## src/rtl/intAggPkg.sv

```systemverilog
package intAggPkg;
  localparam int NUM_SRC    = 5;
  localparam int BIT_FRAME  = 0;
  localparam int BIT_ALARM  = 1;
  localparam int BIT_SLIP   = 2;
  localparam int BIT_HDLC   = 3;
  localparam int BIT_ONESEC = 4;

  typedef struct packed {
    logic                sumRead;
    logic [NUM_SRC-1:0]  clr;
  } clrStrobes_t;
endpackage

```

## src/rtl/intAggCtrl.sv

```systemverilog
module intAggCtrl
  import intAggPkg::*;
#(
  parameter int                ADDR_W     = 16,
  parameter logic [ADDR_W-1:0] SUM_ADDR   = 16'h0B00,
  parameter logic [ADDR_W-1:0] HDLC_ADDR  = 16'h0A06,
  parameter logic [ADDR_W-1:0] SLIP_ADDR  = 16'h0A09,
  parameter logic [ADDR_W-1:0] ALARM_ADDR = 16'h0A02,
  parameter logic [ADDR_W-1:0] FRAME_ADDR = 16'h0A04
) (
  input  logic              clk,
  input  logic              rstN,
  input  logic [ADDR_W-1:0] addr,
  input  logic              rdStrobe,
  output clrStrobes_t       strobes
);
  always_comb begin
    strobes = '0;
    strobes.sumRead             = rdStrobe && (addr == SUM_ADDR);
    strobes.clr[BIT_ONESEC]     = strobes.sumRead;
    strobes.clr[BIT_HDLC]       = rdStrobe && (addr == HDLC_ADDR);
    strobes.clr[BIT_SLIP]       = rdStrobe && (addr == SLIP_ADDR);
    strobes.clr[BIT_ALARM]      = rdStrobe && (addr == ALARM_ADDR);
    strobes.clr[BIT_FRAME]      = rdStrobe && (addr == FRAME_ADDR);
  end

  // Sub-block clears never coincide; the summary read clears only bit 4
  p_one_clear_r2: assert property (@(posedge clk) disable iff (!rstN)
    $onehot0(strobes.clr[BIT_HDLC:BIT_FRAME]) && !(strobes.sumRead && |strobes.clr[BIT_HDLC:BIT_FRAME]));
endmodule

```

## src/rtl/intAggDp.sv

```systemverilog
module intAggDp
  import intAggPkg::*;
#(
  parameter int DATA_W = 8
) (
  input  logic               clk,
  input  logic               rstN,
  input  clrStrobes_t        strobes,
  input  logic [NUM_SRC-1:0] evt,
  output logic [DATA_W-1:0]  rdData,
  output logic               irqOut
);
  localparam int PAD_W = DATA_W - NUM_SRC;

  logic [NUM_SRC-1:0] pend;

  for (genvar i = 0; i < NUM_SRC; i++) begin : g_bit
    always_ff @(posedge clk or negedge rstN) begin
      if (!rstN) pend[i] <= 1'b0;
      else       pend[i] <= evt[i] | (pend[i] & ~strobes.clr[i]);
    end

    p_set_wins_r8: assert property (@(posedge clk) disable iff (!rstN)
      evt[i] |=> pend[i]);
    p_clear_r3: assert property (@(posedge clk) disable iff (!rstN)
      (strobes.clr[i] && !evt[i]) |=> !pend[i]);
    p_hold_r2: assert property (@(posedge clk) disable iff (!rstN)
      (pend[i] && !strobes.clr[i]) |=> pend[i]);
  end

  assign rdData = strobes.sumRead ? {{PAD_W{1'b0}}, pend} : '0;
  assign irqOut = |pend;

  p_irq_fall_r9: assert property (@(posedge clk) disable iff (!rstN)
    $fell(irqOut) |-> $past(|strobes.clr));
  p_pad_zero_r7: assert property (@(posedge clk) disable iff (!rstN)
    rdData[DATA_W-1:NUM_SRC] == '0);
endmodule

```

## src/rtl/intStatusAgg.sv

```systemverilog
module intStatusAgg
  import intAggPkg::*;
#(
  parameter int                ADDR_W     = 16,
  parameter int                DATA_W     = 8,
  parameter logic [ADDR_W-1:0] SUM_ADDR   = 16'h0B00,
  parameter logic [ADDR_W-1:0] HDLC_ADDR  = 16'h0A06,
  parameter logic [ADDR_W-1:0] SLIP_ADDR  = 16'h0A09,
  parameter logic [ADDR_W-1:0] ALARM_ADDR = 16'h0A02,
  parameter logic [ADDR_W-1:0] FRAME_ADDR = 16'h0A04
) (
  input  logic              clk,
  input  logic              rstN,
  input  logic [ADDR_W-1:0] addr,
  input  logic              rdStrobe,
  output logic [DATA_W-1:0] rdData,
  input  logic              evtOneSec,
  input  logic              reqHdlc,
  input  logic              reqSlip,
  input  logic              reqAlarm,
  input  logic              reqFrame,
  output logic              irqOut
);
  clrStrobes_t        strobes;
  logic [NUM_SRC-1:0] evt;

  always_comb begin
    evt             = '0;
    evt[BIT_ONESEC] = evtOneSec;
    evt[BIT_HDLC]   = reqHdlc;
    evt[BIT_SLIP]   = reqSlip;
    evt[BIT_ALARM]  = reqAlarm;
    evt[BIT_FRAME]  = reqFrame;
  end

  intAggCtrl #(
    .ADDR_W(ADDR_W), .SUM_ADDR(SUM_ADDR), .HDLC_ADDR(HDLC_ADDR),
    .SLIP_ADDR(SLIP_ADDR), .ALARM_ADDR(ALARM_ADDR), .FRAME_ADDR(FRAME_ADDR)
  ) ctrl_i (
    .clk(clk), .rstN(rstN), .addr(addr), .rdStrobe(rdStrobe), .strobes(strobes)
  );

  intAggDp #(.DATA_W(DATA_W)) dp_i (
    .clk(clk), .rstN(rstN), .strobes(strobes), .evt(evt),
    .rdData(rdData), .irqOut(irqOut)
  );
endmodule

```

## config.mk

```make
export PLATFORM = sky130hd
export DESIGN_NAME = intStatusAgg
export DESIGN_NICKNAME = d
export VERILOG_FILES = /design/src/rtl/intAggPkg.sv /design/src/rtl/intAggCtrl.sv /design/src/rtl/intAggDp.sv /design/src/rtl/intStatusAgg.sv
export SDC_FILE = /design/constraint.sdc
export NUM_CORES = 1
export LEC_CHECK = 0
export BUFFER_PORTS_ARGS = -buffer_cell sky130_fd_sc_hd__buf_2
export CAP_MARGIN = 5
export CORE_AREA = 2 2 39 41
export CTS_BUF_LIST = sky130_fd_sc_hd__clkbuf_8 sky130_fd_sc_hd__clkbuf_16
export DETAILED_ROUTE_END_ITERATION = 6
export DIE_AREA = 0 0 41 43
export PLACE_DENSITY_LB_ADDON = 0.2
export SETUP_SLACK_MARGIN = 0.05
export SYNTH_ARGS = -nofsm -noshare
export SYNTH_HDL_FRONTEND = slang
export SYNTH_SLANG_ARGS = --single-unit
```

## constraint.sdc

```tcl
create_clock -name clk -period 1.52 [get_ports clk]
set_input_delay 0.304 -clock clk [delete_from_list [all_inputs] [get_ports clk]]
set_output_delay 0.304 -clock clk [all_outputs]
set_load 0.02 [all_outputs]
```

Word level (Yosys, flattened, before mapping)
Index checks and enable logic that the tools add are counted.
Cells by class
  $add $sub $neg: 0
  multiply operators: 0
  divide/modulo/power cells: 0
  $lt $le $gt $ge: 0
  eq/ne operators: 5
  shift operators: 0
  muxes and demuxes: 1
  bitwise logic cells: 15
  reductions and logical operators: 6
Operators by type and width (number)
  16-bit by 12-bit equality test with 1-bit output, second input constant: 5
  1-bit AND: 5
  1-bit logical AND: 5
  5-bit 2-to-1 mux: 1
  1-bit inverter: 5
  1-bit OR: 5
  5-bit OR reduction: 1
Word-level totals
  register bits after elaboration: 5
  latch bits: 0
  RAM bits: 0
  memory bits (read-only): 0
  output and inout port bits: 9
  memories: 0

Logic depth before layout (Yosys ltp)
  depth after elaboration: 5
  gate-level depth with buffers: 3
  mapped depth without buffers: 3

Hierarchy
From an unflattened synthesis, not the netlist that was laid out.
Unflattened totals
  cells, all modules: 46
  area total of the unflattened synthesis: 412.9 µm²
Modules (own cells, without submodules)
  intAggDp: times used 1, cells an instance 27, area each 254.0 µm², sequential area each 125.1 µm²
  intAggCtrl: times used 1, cells an instance 19, area each 158.9 µm², sequential area each 0.0 µm²

Least setup slack after synthesis
No wires, ideal clock.
  path type: input port to output port
  start: in addr[0]
  end: out rdData[0]
  data arrival time: 1.417 ns
  slack: -0.201 ns
  cell stages on the path: 3
  path through: or4b_1 buf_2 nor3_1
Between the ends
  word-level cells in the longest chain between the ends: 3
Ends and longest elaborated chain
  from (decl): line intStatusAgg.sv:14  | input logic [ADDR_W-1:0] addr,
  16-bit by 12-bit equality test with 1-bit output: line intAggCtrl.sv:19  | strobes.sumRead = rdStrobe && (addr == SUM_ADDR);
  1-bit logical AND: line intAggCtrl.sv:19
  5-bit 2-to-1 mux: line intAggDp.sv:31  | assign rdData = strobes.sumRead ? {{PAD_W{1'b0}}, pend} : '0;
  to (decl): line intStatusAgg.sv:16  | output logic [DATA_W-1:0] rdData,
Every way passes these cells.

Final worst setup path
  start: in addr[12]
  end: out rdData[2]
The elaborated chain is that of the path after synthesis.

==> run summary <==
DR iter-0 viols: 5
CTS tree: built
RR Endpoint: dp_i.pend[1]
P_int: 0.356 mW
R2r setup slk: 0.83 ns
Min setup slack post-route: -0.159 ns
H-tree levels: 1
Tcrit/Tclk final: 1.10
Worst setup endpoint: rdData[2]
Post-synth EDFFs: 0
Share of the synthesized area in the top cell type: 0.303
Synth-to-layout area growth: 90.3%
Die ar.: 1760 sq um
Largest register FFs: 5
R2R cell count: 2
CP max FO: 5
Layout cells sized above 1: 0.560
Rows: 14
Core footprint: 1380 sq um
P_leak: 0.380 nW
Vias in the first global route: 530
Initial core utilization: 0.298
Root Buffer: clkbuf_8
Final setup viols: 5
RD Place Congestion: 0.742
Worst-path clk slew: 0.04 ns
Sw frac: 0.238
WP depth: 7
Startpoint types: primary input
Die Y: 43 microns
Tot GR Track Use: 0.180
Wire per inst: 12.0 microns
Max-cap violation count: 0
# DRC: 0
Commonest non-fill, non-tap cell in the layout: buf_2
Yosys cell types: 26
Worst Path Arrival: 1.38 ns
Initial antenna violation count: 0
Post-Synthesis Cells: 50
Total power draw: 0.468 mW
First-pass GRT wire length: 2.16 mm
Dpl hpwl: 996 microns
Psw: 0.111 mW
Largest net degree at the start of global routing: 7
Vias: 535
RSZ-0062 raised after global routing: yes
Antenna viol nets, final: 0
Crit Path Category: primary input to primary output
Register area share after synthesis: 0.303
Worst Clk Skew: 0 ns
Antenna cell count: 0
Avg Synthesized Cell Area: 8.26 sq um
Slowest stage cell, crit path: nor4_4
Outcome: finished, violations left
Slowest cell delay on critical path: 0.25 ns
Min-Delay Path Class: primary input to register
Failing checks: setup timing
Highest-count cells in the layout ignoring fill and taps: buf_2 (22), buf_4 (11), inv_1 (7), nor2_1 (7), dfrtp_1 (5)
Total Nets Final: 116
Post-synthesis register bit count: 5
Top_reg_cell synth: dfrtp_1
Synth area leader: dfrtp_1
CP cell instances: buf_8 > nor4_4 > buf_4 > nand4_1 > buf_6 > nor3_2 > buf_4
Final Critical Period: 1.68 ns
Most used cell, CP: buf_4
Most flops, register: dp_i.pend
Hold path start: evtOneSec
Clock tree buffer depth: 2
Port-buffer cells: 29
Combinational cell fraction of total power: 0.194
Cell Area, Synth: 413 sq um
Share of power burned in registers: 0.286
Crit path buf inv count: 4
Vias/cell: 5.00
Post-synth ARST share: 1.00
Final WL: 1.29 mm
DRT Pass-1 Iters: 4
FMAX: 0.595 GHz
Worst setup path start: addr[12]
DIE WIDTH: 41 microns
Final Hold Viols: 0
Pre-CTS WS: -0.245 ns
GRT Residual Overflow: 0
Clock power frac: 0.519
Kind of end point of the critical path: primary output
CP top delay family: buffers and inverters
Fillers: 133
Synth area leaders: dfrtp_1 (30%), nor3_1 (7.3%), nor2_1 (6.4%), buf_4 (5.5%), inv_1 (5.5%)
Cts bufs inserted: 3
Yosys Warn Count: 0
P per Cell Area: 595 nW/um^2
Largest regs: dp_i.pend: 5 flops
Clk sinks: 5
Required time of the worst setup path: 1.22 ns
Maximum vdd drop: 0.347 mV
Max Slew Vio Count: 0
I/O pin count: 33
Worst-Skew Late Latency: 0.22 ns
R2R Path Start: dp_i.pend[1]
==> worst min-delay path by stage <==
stage / cells after the start / slack (ns) / endpoint
global route: 2 / 0.34 / dp_i.pend[4]
finish: 2 / 0.34 / dp_i.pend[4]
floorplan: 0 / 0.008 / dp_i.pend[0]
detailed placement: 1 / 0.13 / dp_i.pend[3]
CTS: 2 / 0.34 / dp_i.pend[4]
global placement: 1 / 0.12 / dp_i.pend[3]
==> power groups by stage <==
stage | Sequential, mW | Clock, mW | Combinational (mW)
finish | 0.134 | 0.243 | 0.0909
global route | 0.134 | 0.253 | 0.0996
CTS | 0.134 | 0.243 | 0.0838
detailed placement | 0.136 | 0 | 0.0736
global placement | 0.136 | 0 | 0.0715
floorplan | 0.136 | 0 | 0.0283
==> kinds of logic (layout without fill, tap and decap cells) <==
| kind of cell | Yosys count | after routing | synth area share |
|---|---|---|---|
| other | 1 | 3 | 0.00908 |
| DFF | 5 | 5 | 0.303 |
| and+or+nand+nor | 29 | 29 | 0.485 |
| AOI/OAI and AO/OA | 5 | 5 | 0.0818 |
| buffers and inverters | 10 | 49 | 0.121 |
==> synth_stat cells (all sizes together), types with 2 or more instances <==
| master | count |
|---|---|
| a31oi | 3 |
| nor4 | 2 |
| buf | 4 |
| nor2 | 7 |
| nor3 | 6 |
| or4 | 2 |
| dfrtp | 5 |
| inv | 6 |
| nor4b | 2 |
==> per-stage QoR <==
step           std cells  utilization  hold WS, ns  cell area, sq um  setup TNS, ns
6_report             107        0.568        0.337               786         -0.759
2_1_floorplan         52            -      0.00841               445         -0.482
4_1_cts              105        0.533        0.339               738         -0.768
5_1_grt              107        0.568        0.344               786          -1.19
3_5_place_dp         100        0.459        0.126               636          -1.43
3_3_place_gp         100        0.459        0.121               636          -1.26
==> metal layers <==
| metal | vias up | wire (microns) | track usage |
|---|---|---|---|
| li1 | 261 | - | - |
| met4 | 0 | 15 | 0.0933 |
| met3 | 3 | 58 | 0.0366 |
| met5 | - | 0 | 0 |
| met1 | 250 | 492 | 0.210 |
| met2 | 21 | 722 | 0.291 |
==> timing repair <==
item / CTS / global route
buffers inserted: 0 / 2
gates cloned: 0 / 0
hold buffers: 1 / 0
pin swaps: 2 / 3
endpoints found under the hold margin: 5 / 0
resized for setup: 11 / 6
setup endpoints to repair: 5 / 7
==> cell type report <==
type | instances | area (sq um) | area share
multi-input cells | 37 | 310 | 0.395
repair buffers | 39 | 263 | 0.334
flip-flops and latches | 5 | 125 | 0.159
clock buffers | 3 | 41.3 | 0.0525
inverters | 6 | 22.5 | 0.0287
well taps | 16 | 20.0 | 0.0255
clock inverters | 1 | 3.75 | 0.00478
(Power assumes the default switching activity.)
